**config.mk**
```make
export PLATFORM = sky130hd
export DESIGN_NAME = gpio_event_sampler
export DESIGN_NICKNAME = d
export VERILOG_FILES = /design/src/rtl/gpio_evt_pkg.sv /design/src/rtl/gpio_evt_detect.sv /design/src/rtl/gpio_evt_ctrl.sv /design/src/rtl/gpio_evt_datapath.sv /design/src/rtl/gpio_event_sampler.sv
export SDC_FILE = /design/constraint.sdc
export NUM_CORES = 1
export LEC_CHECK = 0
export CELL_PAD_IN_SITES_DETAIL_PLACEMENT = 1
export CELL_PAD_IN_SITES_GLOBAL_PLACEMENT = 1
export CORE_AREA = 5 5 114 116
export CTS_CLUSTER_DIAMETER = 40
export DETAILED_ROUTE_END_ITERATION = 12
export DIE_AREA = 0 0 119 121
export PLACE_DENSITY_LB_ADDON = 0.05
export SETUP_SLACK_MARGIN = 0.1
export SLEW_MARGIN = 20
export SYNTH_ARGS = -nofsm -noshare
export SYNTH_HDL_FRONTEND = slang
export SYNTH_SLANG_ARGS = --single-unit
export TNS_END_PERCENT = 1
```
**constraint.sdc**
```tcl
create_clock -name clk -period 2.85 [get_ports clk]
set_clock_uncertainty 0.2 [all_clocks]
set_input_delay 0.57 -clock clk [delete_from_list [all_inputs] [get_ports clk]]
set_output_delay 0.57 -clock clk [all_outputs]
set_load 0.005 [all_outputs]
```
**src/rtl/gpio_evt_pkg.sv**
```systemverilog
package gpio_evt_pkg;

  localparam int ADDR_W = 3;

  localparam logic [ADDR_W-1:0] A_DELAY  = 3'd0;
  localparam logic [ADDR_W-1:0] A_KIND   = 3'd1;
  localparam logic [ADDR_W-1:0] A_ENABLE = 3'd2;
  localparam logic [ADDR_W-1:0] A_STATUS = 3'd3;
  localparam logic [ADDR_W-1:0] A_CLEAR  = 3'd4;
  localparam logic [ADDR_W-1:0] A_INPUT  = 3'd5;
  localparam logic [ADDR_W-1:0] A_EN_SET = 3'd6;
  localparam logic [ADDR_W-1:0] A_EN_CLR = 3'd7;

  localparam int KIND_W = 3;

  typedef enum logic [KIND_W-1:0] {
    EV_NONE = 3'd0,
    EV_RISE = 3'd1,
    EV_FALL = 3'd2,
    EV_ANY  = 3'd3,
    EV_LOW  = 3'd4,
    EV_HIGH = 3'd5
  } evKind_e;

  typedef struct packed {
    logic wrDelay;
    logic wrKind;
    logic wrEnable;
    logic setEnable;
    logic clrEnable;
    logic clrStatus;
  } ctlStrobe_t;

endpackage

```
**src/rtl/gpio_evt_detect.sv**
```systemverilog
module gpio_evt_detect
  import gpio_evt_pkg::*;
(
  input  logic              cur,
  input  logic              prev,
  input  logic [KIND_W-1:0] kind,
  output logic              hit
);

  always_comb begin
    case (kind)
      EV_RISE: hit = cur & ~prev;
      EV_FALL: hit = ~cur & prev;
      EV_ANY:  hit = cur ^ prev;
      EV_LOW:  hit = ~cur;
      EV_HIGH: hit = cur;
      default: hit = 1'b0;
    endcase
  end

endmodule

```
**src/rtl/gpio_evt_ctrl.sv**
```systemverilog
module gpio_evt_ctrl
  import gpio_evt_pkg::*;
#(
  parameter int NUM_CH   = 8,
  parameter int DATA_W   = 32,
  parameter int DLY_BITS = 16
) (
  input  logic [ADDR_W-1:0]        busAddr,
  input  logic                     busWrEn,
  input  logic [DLY_BITS-1:0]      rdDelay,
  input  logic [NUM_CH*KIND_W-1:0] rdKind,
  input  logic [NUM_CH-1:0]        rdEnable,
  input  logic [NUM_CH-1:0]        rdStatus,
  input  logic [NUM_CH-1:0]        rdInput,
  output ctlStrobe_t               strobe,
  output logic [DATA_W-1:0]        busRdData
);

  localparam int KIND_BITS = NUM_CH * KIND_W;

  always_comb begin
    strobe = '0;
    if (busWrEn) begin
      case (busAddr)
        A_DELAY:  strobe.wrDelay   = 1'b1;
        A_KIND:   strobe.wrKind    = 1'b1;
        A_ENABLE: strobe.wrEnable  = 1'b1;
        A_CLEAR:  strobe.clrStatus = 1'b1;
        A_EN_SET: strobe.setEnable = 1'b1;
        A_EN_CLR: strobe.clrEnable = 1'b1;
        default:  strobe = '0;
      endcase
    end
  end

  always_comb begin
    busRdData = '0;
    case (busAddr)
      A_DELAY:  busRdData[DLY_BITS-1:0]  = rdDelay;
      A_KIND:   busRdData[KIND_BITS-1:0] = rdKind;
      A_ENABLE: busRdData[NUM_CH-1:0]    = rdEnable;
      A_STATUS: busRdData[NUM_CH-1:0]    = rdStatus;
      A_INPUT:  busRdData[NUM_CH-1:0]    = rdInput;
      default:  busRdData = '0;
    endcase
  end

endmodule

```
**src/rtl/gpio_evt_datapath.sv**
```systemverilog
module gpio_evt_datapath
  import gpio_evt_pkg::*;
#(
  parameter int NUM_CH  = 8,
  parameter int MAX_DLY = 3,
  parameter int DLY_W   = 2
) (
  input  logic                     clk,
  input  logic                     rstN,
  input  ctlStrobe_t               strobe,
  input  logic [NUM_CH*KIND_W-1:0] wrData,
  input  logic [NUM_CH-1:0]        rawIn,
  output logic [NUM_CH*DLY_W-1:0]  delayQ,
  output logic [NUM_CH*KIND_W-1:0] kindQ,
  output logic [NUM_CH-1:0]        enableQ,
  output logic [NUM_CH-1:0]        statusQ,
  output logic [NUM_CH-1:0]        sampled,
  output logic [NUM_CH-1:0]        evtVec,
  output logic                     irq
);

  localparam int DEPTH     = MAX_DLY + 1;
  localparam int DLY_BITS  = NUM_CH * DLY_W;
  localparam int KIND_BITS = NUM_CH * KIND_W;

  logic [NUM_CH-1:0] prevQ;
  logic [NUM_CH-1:0] maskData;
  logic [NUM_CH-1:0] clrMask;

  assign maskData = wrData[NUM_CH-1:0];
  assign clrMask  = strobe.clrStatus ? maskData : '0;

  always_ff @(posedge clk or negedge rstN) begin
    if (!rstN) begin
      delayQ <= '0;
      kindQ  <= '0;
    end else begin
      if (strobe.wrDelay) delayQ <= wrData[DLY_BITS-1:0];
      if (strobe.wrKind)  kindQ  <= wrData[KIND_BITS-1:0];
    end
  end

  always_ff @(posedge clk or negedge rstN) begin
    if (!rstN) begin
      enableQ <= '0;
    end else if (strobe.wrEnable) begin
      enableQ <= maskData;
    end else if (strobe.setEnable) begin
      enableQ <= enableQ | maskData;
    end else if (strobe.clrEnable) begin
      enableQ <= enableQ & ~maskData;
    end
  end

  always_ff @(posedge clk or negedge rstN) begin
    if (!rstN) begin
      statusQ <= '0;
      prevQ   <= '0;
    end else begin
      statusQ <= (statusQ & ~clrMask) | evtVec;
      prevQ   <= sampled;
    end
  end

  for (genvar g = 0; g < NUM_CH; g++) begin : gCh
    logic [DEPTH-1:0] tap;
    logic [DLY_W-1:0] sel;

    assign sel = delayQ[g*DLY_W +: DLY_W];

    always_ff @(posedge clk or negedge rstN) begin
      if (!rstN) tap <= '0;
      else       tap <= {tap[DEPTH-2:0], rawIn[g]};
    end

    always_comb begin
      if (int'(sel) > MAX_DLY) sampled[g] = tap[MAX_DLY];
      else                     sampled[g] = tap[sel];
    end

    gpio_evt_detect detect_i (
      .cur  (sampled[g]),
      .prev (prevQ[g]),
      .kind (kindQ[g*KIND_W +: KIND_W]),
      .hit  (evtVec[g])
    );
  end

  assign irq = |(statusQ & enableQ);

endmodule

```
**src/rtl/gpio_event_sampler.sv**
```systemverilog
module gpio_event_sampler
  import gpio_evt_pkg::*;
#(
  parameter int NUM_CH  = 8,
  parameter int DATA_W  = 32,
  parameter int MAX_DLY = 3
) (
  input  logic              clk,
  input  logic              rstN,
  input  logic [ADDR_W-1:0] busAddr,
  input  logic              busWrEn,
  input  logic [DATA_W-1:0] busWrData,
  output logic [DATA_W-1:0] busRdData,
  input  logic [NUM_CH-1:0] rawIn,
  output logic              irq
);

  localparam int DLY_W     = (MAX_DLY < 2) ? 1 : $clog2(MAX_DLY + 1);
  localparam int DLY_BITS  = NUM_CH * DLY_W;
  localparam int KIND_BITS = NUM_CH * KIND_W;

  ctlStrobe_t              strobe;
  logic [DLY_BITS-1:0]     delayQ;
  logic [KIND_BITS-1:0]    kindQ;
  logic [NUM_CH-1:0]       enableQ;
  logic [NUM_CH-1:0]       statusQ;
  logic [NUM_CH-1:0]       sampled;
  logic [NUM_CH-1:0]       evtVec;
  logic                    clrValid;

  assign clrValid = strobe.clrStatus;

  if (DATA_W > KIND_BITS) begin : gHi
    logic unusedWrHi;
    assign unusedWrHi = ^busWrData[DATA_W-1:KIND_BITS];
  end

  gpio_evt_ctrl #(
    .NUM_CH   (NUM_CH),
    .DATA_W   (DATA_W),
    .DLY_BITS (DLY_BITS)
  ) ctrl_i (
    .busAddr   (busAddr),
    .busWrEn   (busWrEn),
    .rdDelay   (delayQ),
    .rdKind    (kindQ),
    .rdEnable  (enableQ),
    .rdStatus  (statusQ),
    .rdInput   (sampled),
    .strobe    (strobe),
    .busRdData (busRdData)
  );

  gpio_evt_datapath #(
    .NUM_CH  (NUM_CH),
    .MAX_DLY (MAX_DLY),
    .DLY_W   (DLY_W)
  ) dp_i (
    .clk     (clk),
    .rstN    (rstN),
    .strobe  (strobe),
    .wrData  (busWrData[KIND_BITS-1:0]),
    .rawIn   (rawIn),
    .delayQ  (delayQ),
    .kindQ   (kindQ),
    .enableQ (enableQ),
    .statusQ (statusQ),
    .sampled (sampled),
    .evtVec  (evtVec),
    .irq     (irq)
  );

endmodule

```
==> run metrics <==
NetSw=0.00115 W; Die Y-Extent=121 um; CP Max Fanout=5; CP required=2080 ps; Worst-path clk slew=70 ps; worst vdd ir=0.000345 V; Port Buffers=62; total track usage=0.173; fin crit share=0.950; RSZ-0062 raised after global routing=true; die width=119 um; Hold WC Path Type=flip-flop to flip-flop; CTS tree=yes; Final Non-Filler Cells=635; Wirelength per Cell=18.5 um; share of cells above drive strength 1=0.260; P per Cell Area=651 nW/um^2; sequential share of power=0.462; core area=11800 um^2; number of global-route vias before repair=3581; Slew Limit Fails=0; Final #Nets=546; final critical-path required period=2710 ps; clock power share=0.298; status=finished, final reports clean; Final Hold Fails=0; Fmax=369 MHz; pin count of the biggest net entering global routing=73; DPL Wire Length=8.66 mm; Unique masters post-synth=36; DR vias/cell=5.20; Num CTS Buffers=9; Leak Pwr=2.76 nW; post-synthesis sequential area ratio=0.517; H-tree depth=3; Final Total Pwr=0.00391 W; worst skew pair latency=340 ps; Initial Util=0.393; Async SR Flop Fraction=1.00; die area=14400 um^2; EDFF count, synth=0; critical path data arrival time=1940 ps; Max-Cap Viols=0; routed wire length=11.8 mm; most frequent cells in the layout=dfrtp_1, mux2_2, clkdlybuf4s50_1, buf_4, nand2_1; initial antenna violation count=0; synthesis warning total=0; CP endpoint kind=output port; DRT Pass-1 Iters=4; # DRC=0; Startpoint Class=flip-flop; area growth from synthesis to layout=29.2%; Vias=3299; grt total ovfl=0; hold path depth=0; Final setup viols=0; n_diodes=0; Gate power share=0.241; first-pass GRT wire length=19.2 mm; Iteration-0 DRC Markers=88; r2r worst-path depth=7; Root Driver=clkbuf_16; flops & latches, synth=96; Primary FF master, synth=dfrtp_1; Int Pwr=0.00275 W; clk sinks=96; Clock Tree Buf Depth=2; commonest non-fill, non-tap cell in the layout=dfrtp_1; Sw Ratio=0.295; floorplan row count=40; Syn Area/Cell=12.0 um^2; final hold slack=175 ps; cells after synthesis=388; gp weighted congestion=0.774; Routed Antenna Nets=0; dpl cells=611; Post-Synthesis Cell Area=4650 um^2; top-level I/O count=79; Setup CP Type=flip-flop to output port
-- final timing paths --
check	start	end	slack, ps
setup / recovery	dp_i.delayQ[4]	busRdData[2]	140
hold / removal	dp_i.gCh[2].tap[2]	dp_i.gCh[2].tap[3]	180
setup reg to reg	dp_i.delayQ[0]	dp_i.statusQ[0]	520
hold reg to reg	dp_i.gCh[2].tap[2]	dp_i.gCh[2].tap[3]	180
max in group asynchronous	rstN	dp_i.kindQ[23]	1290
min in group asynchronous	rstN	dp_i.gCh[7].tap[3]	470
-- critical path: stages, from the launching register on --
cell           delay, ps
dfrtp_1              410
mux4_2               590
a22oi_2              190
o21ai_0              120
dlygate4sd2_1        290
-- cells in the mapped netlist, types with 4 or more instances --
library cell  count  area, um^2
a22oi_1          15         113
a21oi_1          10        50.1
o21ai_0          27         135
a32o_1            6        60.1
nor2b_1           5        31.3
a211o_1           7        61.3
buf_4            10        75.1
and2_1           10        62.6
xor2_1            7        61.3
inv_1            23        86.3
mux4_2            8         180
nor2_1           12        45.0
or2_2             6        37.5
mux2i_1          16         160
clkbuf_1          8        30.0
buf_2             4        20.0
mux2_2           48         541
dfrtp_1          96        2400
ha_1             16         200
nand2_1          31         116
-- registers in the layout, summed over array words and instances, names as in the netlist, named ones only --
name	count
dp_i.prevQ	8
dp_i.delayQ	16
dp_i.kindQ	24
dp_i.statusQ	8
dp_i.gCh.tap	32
-- layer usage --
metal / track usage / share of wire / routed length, um / vias to the layer above
met3: 0.0527 / 0.040 / 475 / 11
met1: 0.222 / 0.47 / 5480 / 1675
met4: 0.0529 / 0.015 / 181 / 0
met5: 0 / 0 / 0 / -
li1: - / - / - / 1544
met2: 0.282 / 0.48 / 5640 / 69
-- logic make-up after synthesis --
logic type | count (synthesis) | synth area share
AO/OA/AOI/OAI | 73 | 0.104
XOR/XNOR | 7 | 0.0132
adder cells (fa/ha/maj) | 16 | 0.0431
buffers and inverters | 48 | 0.0528
flip-flops | 96 | 0.517
multiplexers | 72 | 0.190
other | 1 | 0.000807
AND/OR/NAND/NOR | 75 | 0.0797
-- metrics by stage --
step | setup slack, ps | utilization | setup TNS (ps) | cell area [um^2]
after floorplan | 428 | - | 0 | 4670
after global placement | -441 | 0.476 | -8820 | 5620
after detailed placement | -463 | 0.476 | -10030 | 5620
after CTS | -11.5 | 0.505 | -22.4 | 5960
after global routing | 26.6 | 0.508 | 0 | 6000
final | 142 | 0.508 | 0 | 6000
-- power groups by stage --
stage               Sequential, W  Combinational, W  Clock (W)
floorplan                 0.00175          0.000604          0
global placement          0.00182          0.000895          0
detailed placement        0.00184          0.000932          0
CTS                       0.00181          0.000952    0.00120
global route              0.00184           0.00106    0.00127
finish                    0.00180          0.000939    0.00116
-- repair_timing --
action | in CTS | in global routing
pin swaps | 2 | 3
hold buffers | 1 | 0
endpoints found under the hold margin | 24 | 0
endpoints found under the setup margin | 24 | 11
buffers inserted | 6 | 2
gates resized for setup | 42 | 9
-- area by class of cell --
class	count	area, um^2
repair buffers	103	996
multi-input cells	251	2050
clock inverters	3	25.0
fillers	1273	5810
clock buffers	12	256
well taps	147	184
inverters	23	86.3
flip-flops and latches	96	2400
Power figures use the tool's default switching activity.
